File: src/rtl/dma_autoinit_pkg.sv
package dma_autoinit_pkg;

  typedef enum logic [1:0] {
    ST_IDLE = 2'd0,
    ST_REQ  = 2'd1,
    ST_ACT  = 2'd2,
    ST_PEND = 2'd3
  } chan_st_e;

  // bit 3 reload, bit 2 repeat, bit 1 autoinit, bit 0 enable
  typedef struct packed {
    logic reload;
    logic rpt;
    logic autoi;
    logic en;
  } ctl_t;

  localparam int CTL_W = $bits(ctl_t);

endpackage

File: src/rtl/dma_ctl_reg.sv
module dma_ctl_reg
  import dma_autoinit_pkg::*;
(
  input  logic clk,
  input  logic rst_n,
  input  logic wr_en,
  input  ctl_t wr_data,
  input  logic clr_en,
  input  logic clr_reload,
  output ctl_t ctl
);

  // A software write in the same cycle takes precedence over a hardware clear.
  always_ff @(posedge clk) begin
    if (!rst_n) begin
      ctl <= '0;
    end else if (wr_en) begin
      ctl <= wr_data;
    end else begin
      if (clr_en)     ctl.en     <= 1'b0;
      if (clr_reload) ctl.reload <= 1'b0;
    end
  end

endmodule

File: src/rtl/dma_ctx_bank.sv
module dma_ctx_bank #(
  parameter int AW = 16,
  parameter int LW = 12
) (
  input  logic          clk,
  input  logic          rst_n,
  input  logic          prog_we,
  input  logic [AW-1:0] prog_src,
  input  logic [AW-1:0] prog_dst,
  input  logic [LW-1:0] prog_len,
  input  logic          copy,
  output logic [AW-1:0] act_src,
  output logic [AW-1:0] act_dst,
  output logic [LW-1:0] act_len
);

  localparam int CW = 2 * AW + LW;

  logic [CW-1:0] prog_q;
  logic [CW-1:0] act_q;

  always_ff @(posedge clk) begin
    if (!rst_n) begin
      prog_q <= '0;
    end else if (prog_we) begin
      prog_q <= {prog_src, prog_dst, prog_len};
    end
  end

  always_ff @(posedge clk) begin
    if (!rst_n) begin
      act_q <= '0;
    end else if (copy) begin
      act_q <= prog_q;
    end
  end

  assign act_src = act_q[CW-1 -: AW];
  assign act_dst = act_q[LW +: AW];
  assign act_len = act_q[LW-1:0];

endmodule

File: src/rtl/dma_chan_seq.sv
module dma_chan_seq
  import dma_autoinit_pkg::*;
(
  input  logic     clk,
  input  logic     rst_n,
  input  ctl_t     ctl,
  input  logic     sched_gnt,
  input  logic     xfer_done,
  output chan_st_e state,
  output logic     sched_req,
  output logic     xfer_start,
  output logic     blk_done,
  output logic     copy,
  output logic     clr_en,
  output logic     clr_reload
);

  chan_st_e state_q, state_d;
  logic     fresh_q, fresh_d;
  logic     start_q, done_q;
  logic     granted, ended;

  assign granted = (state_q == ST_REQ) && sched_gnt;
  assign ended   = (state_q == ST_ACT) && xfer_done;

  always_comb begin
    state_d    = state_q;
    fresh_d    = fresh_q;
    copy       = 1'b0;
    clr_en     = 1'b0;
    clr_reload = 1'b0;
    unique case (state_q)
      ST_IDLE: begin
        if (ctl.en) begin
          state_d = ST_REQ;
          fresh_d = 1'b1;
        end
      end
      ST_REQ: begin
        if (sched_gnt) begin
          state_d    = ST_ACT;
          fresh_d    = 1'b0;
          copy       = fresh_q || ctl.reload;
          clr_reload = ctl.reload;
        end
      end
      ST_ACT: begin
        if (xfer_done) begin
          if (!ctl.autoi) begin
            state_d = ST_IDLE;
            clr_en  = 1'b1;
          end else if (ctl.reload || ctl.rpt) begin
            state_d = ST_REQ;
          end else begin
            state_d = ST_PEND;
          end
        end
      end
      ST_PEND: begin
        if (!ctl.en) begin
          state_d = ST_IDLE;
        end else if (ctl.reload || ctl.rpt) begin
          state_d = ST_REQ;
        end
      end
      default: state_d = ST_IDLE;
    endcase
  end

  always_ff @(posedge clk) begin
    if (!rst_n) begin
      state_q <= ST_IDLE;
      fresh_q <= 1'b0;
      start_q <= 1'b0;
      done_q  <= 1'b0;
    end else begin
      state_q <= state_d;
      fresh_q <= fresh_d;
      start_q <= granted;
      done_q  <= ended;
    end
  end

  assign state      = state_q;
  assign sched_req  = (state_q == ST_REQ);
  assign xfer_start = start_q;
  assign blk_done   = done_q;

endmodule

File: src/rtl/dma_chan_autoinit.sv
module dma_chan_autoinit
  import dma_autoinit_pkg::*;
#(
  parameter int AW = 16,
  parameter int LW = 12
) (
  input  logic             clk,
  input  logic             rst_n,
  input  logic             ctl_we,
  input  logic [CTL_W-1:0] ctl_wdata,
  output logic [CTL_W-1:0] ctl_q,
  input  logic             prog_we,
  input  logic [AW-1:0]    prog_src,
  input  logic [AW-1:0]    prog_dst,
  input  logic [LW-1:0]    prog_len,
  output logic             sched_req,
  input  logic             sched_gnt,
  output logic             xfer_start,
  output logic [AW-1:0]    act_src,
  output logic [AW-1:0]    act_dst,
  output logic [LW-1:0]    act_len,
  input  logic             xfer_done,
  output logic             blk_done,
  output logic [1:0]       chan_state
);

  ctl_t     ctl;
  chan_st_e state;
  logic     copy, clr_en, clr_reload;

  dma_ctl_reg u_ctl (
    .clk        (clk),
    .rst_n      (rst_n),
    .wr_en      (ctl_we),
    .wr_data    (ctl_t'(ctl_wdata)),
    .clr_en     (clr_en),
    .clr_reload (clr_reload),
    .ctl        (ctl)
  );

  dma_ctx_bank #(.AW(AW), .LW(LW)) u_ctx (
    .clk      (clk),
    .rst_n    (rst_n),
    .prog_we  (prog_we),
    .prog_src (prog_src),
    .prog_dst (prog_dst),
    .prog_len (prog_len),
    .copy     (copy),
    .act_src  (act_src),
    .act_dst  (act_dst),
    .act_len  (act_len)
  );

  dma_chan_seq u_seq (
    .clk        (clk),
    .rst_n      (rst_n),
    .ctl        (ctl),
    .sched_gnt  (sched_gnt),
    .xfer_done  (xfer_done),
    .state      (state),
    .sched_req  (sched_req),
    .xfer_start (xfer_start),
    .blk_done   (blk_done),
    .copy       (copy),
    .clr_en     (clr_en),
    .clr_reload (clr_reload)
  );

  assign ctl_q      = ctl;
  assign chan_state = state;

endmodule

File: config.mk
export PLATFORM = sky130hd
export DESIGN_NAME = dma_chan_autoinit
export DESIGN_NICKNAME = d
export VERILOG_FILES = /design/src/rtl/dma_autoinit_pkg.sv /design/src/rtl/dma_ctl_reg.sv /design/src/rtl/dma_ctx_bank.sv /design/src/rtl/dma_chan_seq.sv /design/src/rtl/dma_chan_autoinit.sv
export SDC_FILE = /design/constraint.sdc
export NUM_CORES = 1
export LEC_CHECK = 0
export ABC_AREA = 1
export BUFFER_PORTS_ARGS = -buffer_cell sky130_fd_sc_hd__buf_2
export CORE_ASPECT_RATIO = 0.75
export CORE_UTILIZATION = 37
export DETAILED_ROUTE_END_ITERATION = 10
export SYNTH_ARGS = -nofsm -noshare
export SYNTH_HDL_FRONTEND = slang
export SYNTH_SLANG_ARGS = --single-unit
File: constraint.sdc
create_clock -name clk -period 1.95 [get_ports clk]
set_clock_uncertainty 0.15 [all_clocks]
set_input_delay 0.2925 -clock clk [delete_from_list [all_inputs] [get_ports clk]]
set_output_delay 0.2925 -clock clk [all_outputs]
set_load 0.01 [all_outputs]
==> out/qor.txt, run 1 <==
Synth Instances - 441
Yosys top cell by area - dfxtp_1
Register area - 0.00194 mm^2
Port buffer count - 106
Dpl cells - 655
Switch Pwr - 1.27 mW
Reg power frac - 46.5%
Comb power frac - 15.6%
Area delta synth->final - 26.5%
Sink Count - 97
Worst-path clk slew - 0.06 ns
Sw Share - 26.0%
PwrDens - 1110 mW/mm^2
Max VDD drop - 0.695 mV
Pleak - 2.21 nW
Bufs and invs on worst path - 2
CORE AREA - 0.00908 mm^2
#FFs+latches synth - 97
Dominant cells by area after synthesis - dfxtp_1, nor2_1, o21ai_0
Vias in the first global route - 2875
Max Root-Sink Buffers - 2
Avg WL per Cell - 12.6 um
Clock root buffer - clkbuf_16
Placer Congestion - 0.745
H-Tree Depth - 3
Hold WS - 0.0220 ns
Worst EP arrival - 1.90 ns
Netlist cell types - 23
Largest net degree at the start of global routing - 95
Post-Syn Area - 0.00348 mm^2
Share of post-route cells with drive strength above 1 - 26.0%
Synth Flop Type - dfxtp_1
CP max-delay cell - dfxtp_1
Initial Util - 38.3%
Hpwl dp - 5070 um
DRC viols - 0
Nets - 592
Synth top area share - 55.8%
Slowest Stage Delay on Critical Path - 0.42 ns
F_max - 0.564 GHz
Clock Latency Late Sink - 0.34 ns
Post-CTS Setup Bufs - 0
Syn avg cell area - 7.89 um^2
Setup-failing EPs final - 0
CP endpoint kind - flip-flop
WP data required - 2.07 ns
Commonest non-fill, non-tap cell in the layout - nor2_1
Critical Path Source Type - flip-flop
Status - completed
Max-slew violation count - 0
Most frequent cells in the layout - nor2_1, buf_2, dfxtp_1, o21ai_0, o21ai_1
Max Cap Viol - 0
First-pass GRT wire length - 13900 um
Vias - 3087
Int Power - 3.61 mW
Std cell rows - 30
Post-synth EDFFs - 0
Sequential share of the synthesized area - 55.8%
Starting DRT DRC Count - 166
Detailed Routing Iterations Pass 1 - 4
Chip width - 114 um
Pre-CTS setup slack - 0.0889 ns
Die Footprint - 0.00980 mm^2
Antenna diode count - 0
# fillers - 945
Clk network pwr share - 37.9%
Syn Nets - 495
Worst min-delay path class - primary input to flip-flop
Final Hold Viols - 0
Worst-margin pin slew - 0.557 ns
Num CTS Buffers - 9
Setup TNS Final - 0 ns
I/O Pins - 107
CP top delay family - buffers and inverters
PnR worst setup slack - 0.175 ns
Crit-path cells - inv_2 -> nor2_4 -> nand2_4 -> nor2_8 -> buf_4 -> o21ai_0 -> nor2_1
RSZ-0062 raised after global routing - no
Normalized max-slew margin - 62.9%
Crit path max fanout - 44
Avg Vias per Cell - 4.61
Fraction of registers with async set/reset - 0%
Kind of critical path - flip-flop to flip-flop
Post-route insts no fill - 670
Routed wire length - 8440 um
Die Y - 86.0 um
Antenna violations before repair - 0
CTS tree - done
Final period util - 91.0%
Fin crit period - 1.77 ns
Multi-input gate area - 0.00134 mm^2
Detail Route Antenna Nets - 0
All-Layer GR Usage - 18.0%
Yosys warns - 0
Remaining global-route overflow - 0
[cells in the mapped netlist (3+ instances only)]
library cell,n
clkbuf_4,4
buf_6,4
inv_1,10
clkbuf_1,16
nand3_1,4
nor2_1,175
nor3_1,3
o21ai_0,81
nand2_1,8
o21ai_1,11
dfxtp_1,97
nor2_2,10
a21oi_1,6
[sequential cells by signal, summed over array words and instances (netlist names)]
| register | cells |
|---|---|
| u_ctx.act_q | 44 |
| u_seq.fresh_q | 1 |
| u_ctl.ctl | 4 |
| u_ctx.prog_q | 44 |
| u_seq.state | 2 |
| u_seq.xfer_start | 1 |
| u_seq.blk_done | 1 |
[path summary, 6_finish.rpt]
kind	to	from	depth (start not counted)	slack (ns)
hold / removal	u_ctx.prog_q[37]	prog_src[9]	3	0.02
hold reg to reg	u_ctl.ctl[2]	u_ctl.ctl[2]	2	0.32
setup / recovery	u_ctx.act_q[31]	u_seq.state[0]	7	0.18
setup reg to reg	u_ctx.act_q[31]	u_seq.state[0]	7	0.18
[power by group through the flow]
stage | clock network, mW | logic [mW] | registers (mW)
global placement | 0 | 0.753 | 2.30
floorplan | 0 | 0.439 | 2.35
finish | 1.85 | 0.761 | 2.27
CTS | 1.90 | 0.769 | 2.27
detailed placement | 0 | 0.763 | 2.31
global route | 1.99 | 0.865 | 2.29
[cells by family after synthesis]
logic type,after synthesis,synth area share (%)
AO/OA/AOI/OAI,99,14.3
buffers and inverters,40,5.68
flip-flops,97,55.8
AND/OR/NAND/NOR,205,24.2
[metrics by stage]
stage / total power [mW] / area [um^2] / util [%]
finish: 4.87 / 4400 / 48.4
CTS: 4.94 / 4400 / 48.4
floorplan: 2.79 / 3480 / -
global route: 5.14 / 4400 / 48.4
detailed placement: 3.07 / 4090 / 45.0
global placement: 3.05 / 4090 / 45.0
[repair_timing]
| action | 4_1_cts | 5_1_grt |
|---|---|---|
| hold buffers | 0 | 0 |
| gates resized for setup | 0 | 2 |
| setup endpoints to repair | 0 | 16 |
[tightest hold or removal path: stages]
cell and delay (ns):
buf_2 0.07, nor2_1 0.03, nor2_1 0.08
[metal layers]
| metal | global-route usage (%) | wire length [um] |
|---|---|---|
| met5 | 0 | 0 |
| met2 | 28.5 | 3770 |
| met1 | 22.7 | 3980 |
| met3 | 8.20 | 648 |
| met4 | 3.90 | 38 |
[area by class of cell]
type / instances / share of cell area [%]
clock buffer: 12 / 5.60
timing repair buffer: 113 / 13.5
inverter: 13 / 1.17
clock inverter: 3 / 1.48
sequential: 97 / 44.1
tap: 128 / 3.64
multi-input combinational: 304 / 30.4
Power figures use the tool's default switching activity.
==> inputs of run 2 (changes only) <==
--- a/config.mk
+++ b/config.mk
@@ -10,6 +10,7 @@
 export CORE_ASPECT_RATIO = 0.75
 export CORE_UTILIZATION = 37
 export DETAILED_ROUTE_END_ITERATION = 10
+export HOLD_SLACK_MARGIN = 0.03
 export SYNTH_ARGS = -nofsm -noshare
 export SYNTH_HDL_FRONTEND = slang
 export SYNTH_SLANG_ARGS = --single-unit
==> run 2 against run 1 <==
Critical path depth stayed put. Sequential share of layout area shrank 2.5 points. Worst hold slack better by 0.017 ns.
==> out/qor.txt, run 2 (synthesis results as in run 1) <==
Chip width - 114 um (unchanged)
F_max - 0.563 GHz (was 0.564 GHz)
Nets - 618 (was 592)
Remaining global-route overflow - 0 (unchanged)
Fin crit period - 1.77 ns (about the same)
CORE AREA - 0.00908 mm^2 (unchanged)
Initial Util - 38.3% (unchanged)
Clock root buffer - clkbuf_16 (unchanged)
Worst-margin pin slew - 0.557 ns (about the same)
Vias - 3214 (was 3087)
Worst EP arrival - 1.90 ns (about the same)
Detail Route Antenna Nets - 0 (unchanged)
Hpwl dp - 5070 um (unchanged)
Hold WS - 0.0393 ns (was 0.0220 ns)
Largest net degree at the start of global routing - 95 (unchanged)
Core Util, Final - 51.3% (was 48.4%)
CP top delay family - buffers and inverters (unchanged)
Avg Vias per Cell - 4.62 (was 4.61)
Crit-path cells - inv_2 -> nor2_4 -> nand2_4 -> nor2_8 -> buf_4 -> o21ai_0 -> nor2_1 (unchanged)
CP endpoint kind - flip-flop (unchanged)
Design Power - 4.91 mW (was 4.87 mW)
Max Cap Viol - 0 (unchanged)
Pleak - 2.32 nW (was 2.21 nW)
CTS tree - done (unchanged)
Worst min-delay path class - primary input to flip-flop (unchanged)
Area delta synth->final - 34.0% (was 26.5%)
Num CTS Buffers - 9 (unchanged)
Status - completed (unchanged)
Share of post-route cells with drive strength above 1 - 24.8% (was 26.0%)
Slowest Stage Delay on Critical Path - 0.42 ns (about the same)
RSZ-0062 raised after global routing - no (unchanged)
Post-CTS Setup Bufs - 0 (unchanged)
Commonest non-fill, non-tap cell in the layout - nor2_1 (unchanged)
Clock Latency Late Sink - 0.34 ns (about the same)
All-Layer GR Usage - 18.4% (was 18.0%)
Port buffer count - 106 (unchanged)
Largest regs - u_ctx.act_q x44, u_ctx.prog_q x44, u_ctl.ctl x4 (unchanged)
Final Hold Viols - 0 (unchanged)
Placer Congestion - 0.745 (unchanged)
Avg WL per Cell - 12.3 um (was 12.6 um)
PwrDens - 1050 mW/mm^2 (was 1110 mW/mm^2)
Final period util - 91.0% (about the same)
Detailed Routing Iterations Pass 1 - 7 (was 4)
I/O Pins - 107 (unchanged)
Sink Count - 97 (unchanged)
Vias in the first global route - 3027 (was 2875)
Starting DRT DRC Count - 185 (was 166)
Setup TNS Final - 0 ns (unchanged)
Most frequent cells in the layout - nor2_1, buf_2, dfxtp_1, o21ai_0, dlygate4sd3_1 (was nor2_1, buf_2, dfxtp_1, o21ai_0, o21ai_1)
Max Root-Sink Buffers - 2 (unchanged)
Max VDD drop - 0.711 mV (was 0.695 mV)
Worst-path clk slew - 0.06 ns (about the same)
Setup-failing EPs final - 0 (unchanged)
Normalized max-slew margin - 62.9% (about the same)
Std cell rows - 30 (unchanged)
DRC viols - 0 (unchanged)
Kind of critical path - flip-flop to flip-flop (unchanged)
WP data required - 2.07 ns (about the same)
Bufs and invs on worst path - 2 (unchanged)
Die Y - 86.0 um (unchanged)
H-Tree Depth - 3 (unchanged)
CP max-delay cell - dfxtp_1 (unchanged)
Antenna violations before repair - 0 (unchanged)
Routed wire length - 8540 um (was 8440 um)
Critical Path Source Type - flip-flop (unchanged)
Max-slew violation count - 0 (unchanged)
Die Footprint - 0.00980 mm^2 (unchanged)
Crit path max fanout - 44 (unchanged)
First-pass GRT wire length - 14200 um (was 13900 um)
# fillers - 924 (was 945)
Antenna diode count - 0 (unchanged)
==> run 2: cell types whose count changed in the layout (fill, tap and decap cells not counted) <==
cell,before,now
dlygate4sd3_1,0,26
==> run 2: per-layer routing <==
metal,vias to the layer above,track usage [%],part of all wire [%]
met5,-,0,0
met4,0,3.90,0.43
met3,4,7.28,7.1
met2,96,30.6,45
met1,1460,22.7,47
li1,1654,-,-
==> run 2: final cells by class <==
cell class,instances,area [um^2],share of cell area [%]
Clock inverter,3,65.1,1.40
Multi-Input combinational cell,304,1340,28.7
Clock buffer,12,246,5.29
Tap cell,128,160,3.44
Inverter,13,51.3,1.10
Sequential cell,97,1940,41.7
Timing Repair Buffer,139,856,18.4
==> run 2: worst min-delay path: cells and delay by family <==
kind | cells | cell delay (ns)
and+or+nand+nor | 2 | 0.12
buffers and inverters | 1 | 0.08
==> run 2: stage by stage <==
stage	worst slack (ns)	std cells	cell area (um^2)
after floorplan	0.469	441	3480
after global placement	0.156	655	4090
after detailed placement	0.0889	655	4090
after CTS	0.0878	696	4660
after global routing	0.0144	696	4660
final	0.175	696	4660
==> run 2: path summary, 6_finish.rpt <==
path | to | depth (start not counted) | from | slack, ns
min reg2reg | u_ctl.ctl[2] | 2 | u_ctl.ctl[2] | 0.32
max reg2reg | u_ctx.act_q[31] | 7 | u_seq.state[0] | 0.18
max | u_ctx.act_q[31] | 7 | u_seq.state[0] | 0.18
min | u_ctx.prog_q[10] | 3 | prog_len[10] | 0.04
==> run 2: report_power, final <==
| group | switching, mW | total (mW) | leakage [nW] | internal (mW) |
|---|---|---|---|---|
| combinational | 0.474 | 0.802 | 1.37 | 0.329 |
| sequential | 0.106 | 2.27 | 0.796 | 2.16 |
| clock | 0.693 | 1.84 | 0.153 | 1.15 |
==> run 2: timing repair <==
| action | in CTS | in global routing |
|---|---|---|
| hold buffers | 26 | 0 |
| endpoints found under the setup margin | 0 | 17 |
| gates resized for setup | 0 | 2 |
| hold endpoints to repair | 26 | 0 |
==> inputs of run 3 (changes only) <==
--- a/config.mk
+++ b/config.mk
@@ -5,7 +5,6 @@
 export SDC_FILE = /design/constraint.sdc
 export NUM_CORES = 1
 export LEC_CHECK = 0
-export ABC_AREA = 1
 export BUFFER_PORTS_ARGS = -buffer_cell sky130_fd_sc_hd__buf_2
 export CORE_ASPECT_RATIO = 0.75
 export CORE_UTILIZATION = 37
==> run 3 against run 2 <==
The flow now finishes with violations (DRC). Total power fell by 14%. Final area rose by 9.1%. Maximum frequency up 6.7%. Cell count fell by 11%. Critical path type is now flip-flop to primary output.
==> out/qor.txt, run 3 <==
Status - finished, violations left (was completed)
Failing checks - DRC
#FFs+latches synth - 97 (unchanged)
Avg WL per Cell - 14.7 um (was 12.3 um)
Synth top area share - 45.8% (was 55.8%)
Most frequent cell after synthesis - dfxtp_1 (was nor2_1)
CP endpoint kind - primary output (was flip-flop)
Fraction of registers with async set/reset - 0% (unchanged)
Int Power - 3.18 mW (was 3.64 mW)
RSZ-0062 raised after global routing - no (unchanged)
Post-Syn Area - 0.00424 mm^2 (was 0.00348 mm^2)
Sequential share of the synthesized area - 45.8% (was 55.8%)
Max-slew violation count - 0 (unchanged)
R2r startpoint - u_seq.state[0] (unchanged)
Max Cap Viol - 0 (unchanged)
Dpl cells - 603 (was 655)
R2R Setup Slk - 0.30 ns (was 0.18 ns)
Post-synth EDFFs - 0 (unchanged)
I/O Pins - 107 (unchanged)
Switch Pwr - 1.04 mW (was 1.27 mW)
Critical Path Source Type - flip-flop (unchanged)
WHS Path Cells - 3 (unchanged)
Starting DRT DRC Count - 120 (was 185)
Clk network pwr share - 39.1% (was 37.5%)
Clock Latency Late Sink - 0.34 ns (about the same)
Most frequent cells in the layout - buf_2, dfxtp_1, nor2b_1, mux2i_1, o21ai_0 (was nor2_1, buf_2, dfxtp_1, o21ai_0, dlygate4sd3_1)
Vias - 3034 (was 3214)
R2R cell count - 4 (was 7)
Antenna violations before repair - 0 (unchanged)
Crit path max fanout - 7 (was 44)
Dominant cells by area after synthesis - dfxtp_1, mux2i_1, a21boi_2 (was dfxtp_1, nor2_1, o21ai_0)
Sw Share - 24.7% (was 25.9%)
Hold EP - u_ctx.prog_q[29] (was u_ctx.prog_q[10])
Crit Reg-Reg Endpoint - u_ctx.act_q[3] (was u_ctx.act_q[31])
Avg Vias per Cell - 4.89 (was 4.62)
CORE AREA - 0.0110 mm^2 (was 0.00908 mm^2)
Chip width - 126 um (was 114 um)
Placer Congestion - 0.717 (was 0.745)
Slowest Stage Delay on Critical Path - 0.45 ns (was 0.42 ns)
Pleak - 2.07 nW (was 2.32 nW)
Antenna diode count - 0 (unchanged)
DRC viols - 7 (was 0)
Worst min-delay path class - primary input to flip-flop (unchanged)
Area delta synth->final - 20.1% (was 34.0%)
Final Hold Viols - 0 (unchanged)
Num CTS Buffers - 9 (unchanged)
Commonest cells post-synth - dfxtp_1, nor2b_1, mux2i_1, o21ai_0 (was nor2_1, dfxtp_1, o21ai_0)
WP data required - 1.51 ns (was 2.07 ns)
Std cell rows - 33 (was 30)
Port buffer count - 106 (unchanged)
Crit-path cells - nor2b_1 -> buf_2 (was inv_2 -> nor2_4 -> nand2_4 -> nor2_8 -> buf_4 -> o21ai_0 -> nor2_1)
Reg power frac - 49.9% (was 46.2%)
Crit. path cell count - 2 (was 7)
Normalized max-slew margin - 68.4% (was 62.9%)
Hold path startpoint - prog_src[1] (was prog_len[10])
Sink Count - 97 (unchanged)
Worst EP arrival - 1.22 ns (was 1.90 ns)
Vias in the first global route - 2929 (was 3027)
Share of post-route cells with drive strength above 1 - 43.5% (was 24.8%)
Max Root-Sink Buffers - 2 (unchanged)
Yosys warns - 0 (unchanged)
CP max-delay cell - dfxtp_1 (unchanged)
PwrDens - 830 mW/mm^2 (was 1050 mW/mm^2)
Largest net degree at the start of global routing - 99 (was 95)
Routed wire length - 9120 um (was 8540 um)
Max VDD drop - 0.432 mV (was 0.711 mV)
Worst-margin pin slew - 0.474 ns (was 0.557 ns)
CP top delay family - flip-flops (was buffers and inverters)
Kind of critical path - flip-flop to primary output (was flip-flop to flip-flop)
H-Tree Depth - 3 (unchanged)
Synth Instances - 383 (was 441)
Detailed Routing Iterations Pass 1 - 7 (unchanged)
Bufs and invs on worst path - 1 (was 2)
Synth Flop Type - dfxtp_1 (unchanged)
All-Layer GR Usage - 16.2% (was 18.4%)
Die Footprint - 0.0119 mm^2 (was 0.00980 mm^2)
Fin crit period - 1.66 ns (was 1.77 ns)
CTS tree - done (unchanged)
Die Y - 94.7 um (was 86.0 um)
Commonest non-fill, non-tap cell in the layout - buf_2 (was nor2_1)
Yosys top cell by area - dfxtp_1 (unchanged)
Hold WS - 0.0576 ns (was 0.0393 ns)
Comb power frac - 11.0% (was 16.3%)
Worst-path clk slew - 0.06 ns (about the same)
Nets - 529 (was 618)
Setup-failing EPs final - 0 (unchanged)
Detail Route Antenna Nets - 0 (unchanged)
Post-route insts no fill - 620 (was 696)
F_max - 0.601 GHz (was 0.563 GHz)
Final period util - 85.3% (was 91.0%)
First-pass GRT wire length - 14900 um (was 14200 um)
Largest regs - u_ctx.act_q x44, u_ctx.prog_q x44, u_ctl.ctl x4 (unchanged)
DP Area - 0.00480 mm^2 (was 0.00409 mm^2)
Remaining global-route overflow - 0 (unchanged)
Post-CTS Setup Bufs - 0 (unchanged)
Clock root buffer - clkbuf_16 (unchanged)
Syn Nets - 437 (was 495)
Fin area - 0.00508 mm^2 (was 0.00466 mm^2)
Netlist cell types - 33 (was 23)
Syn avg cell area - 11.1 um^2 (was 7.89 um^2)
Hpwl dp - 5820 um (was 5070 um)
# fillers - 1079 (was 924)
Initial Util - 38.4% (was 38.3%)
Setup TNS Final - 0 ns (unchanged)
==> run 3: changes by cell type after synthesis, moves of 6 or more <==
cell and delta:
inv_1 -8, o21ai_0 -35, mux2i_1 +46, buf_4 +7
nor2_2 -9, a21boi_2 +39, nand2_1 -6, nand3_2 +39
nor2_1 -175, nor2b_1 +48, o21ai_1 -11, a21boi_0 +7
==> run 3: area by class of cell <==
| cell class | count | area (um^2) | area share [%] |
|---|---|---|---|
| timing repair buffer | 114 | 631 | 12.4 |
| clock inverter | 3 | 15.0 | 0.295 |
| inverter | 2 | 7.51 | 0.148 |
| multi-input combinational | 251 | 2050 | 40.4 |
| clock buffer | 13 | 260 | 5.12 |
| sequential | 97 | 1940 | 38.2 |
| tap | 140 | 175 | 3.44 |
==> run 3: timing repair <==
action,CTS,global route
resized for setup,0,0
hold buffers,1,0
endpoints found under the hold margin,1,0
==> run 3: worst register-to-register path, cell delays in order, from the launching register on <==
cell and delay [ns]:
dfxtp_1 0.45, and3b_2 0.38, buf_12 0.31, nand3_1 0.12
a21boi_0 0.16
==> run 3: power by group through the flow <==
stage	clock, mW	sequential, mW	combinational (mW)
2_1_floorplan	0	2.14	0.337
3_3_place_gp	0	2.15	0.461
3_5_place_dp	0	2.15	0.468
4_1_cts	1.71	2.11	0.471
5_1_grt	1.78	2.11	0.508
6_report	1.65	2.11	0.463
==> run 3: per-layer routing <==
metal  global-route usage (%)  wire, um  vias up
met5                        0         0        -
met3                     5.78       521        9
met1                     20.3      4470     1431
met2                     26.0      4010       70
li1                         -         -     1524
met4                     5.18       113        0
==> run 3: logic make-up (layout without fill, tap and decap cells) <==
| logic type | count (synthesis) | in the layout | synth area share (%) |
|---|---|---|---|
| and+or+nand+nor | 107 | 107 | 19.5 |
| AOI/OAI and AO/OA | 98 | 98 | 18.1 |
| DFF | 97 | 97 | 45.8 |
| muxes | 46 | 46 | 10.9 |
| buffers and inverters | 35 | 132 | 5.67 |
==> run 3: through the flow <==
| step | power (mW) | utilization (%) | setup WS, ns |
|---|---|---|---|
| global placement | 2.61 | 43.5 | 0.380 |
| detailed placement | 2.62 | 43.5 | 0.287 |
| global route | 4.40 | 46.1 | 0.139 |
| floorplan | 2.48 | - | 0.600 |
| CTS | 4.28 | 46.1 | 0.259 |
| finish | 4.22 | 46.1 | 0.287 |
==> run 3: worst max-delay path by stage <==
stage                              start                to
after floorplan           u_seq.state[1]  u_seq.xfer_start
after global placement    u_seq.state[1]   u_ctx.act_q[28]
after detailed placement  u_seq.state[0]    u_ctx.act_q[3]
after CTS                 u_seq.state[0]         sched_req
after global routing      u_seq.state[0]   u_ctx.act_q[38]
final                     u_seq.state[0]         sched_req
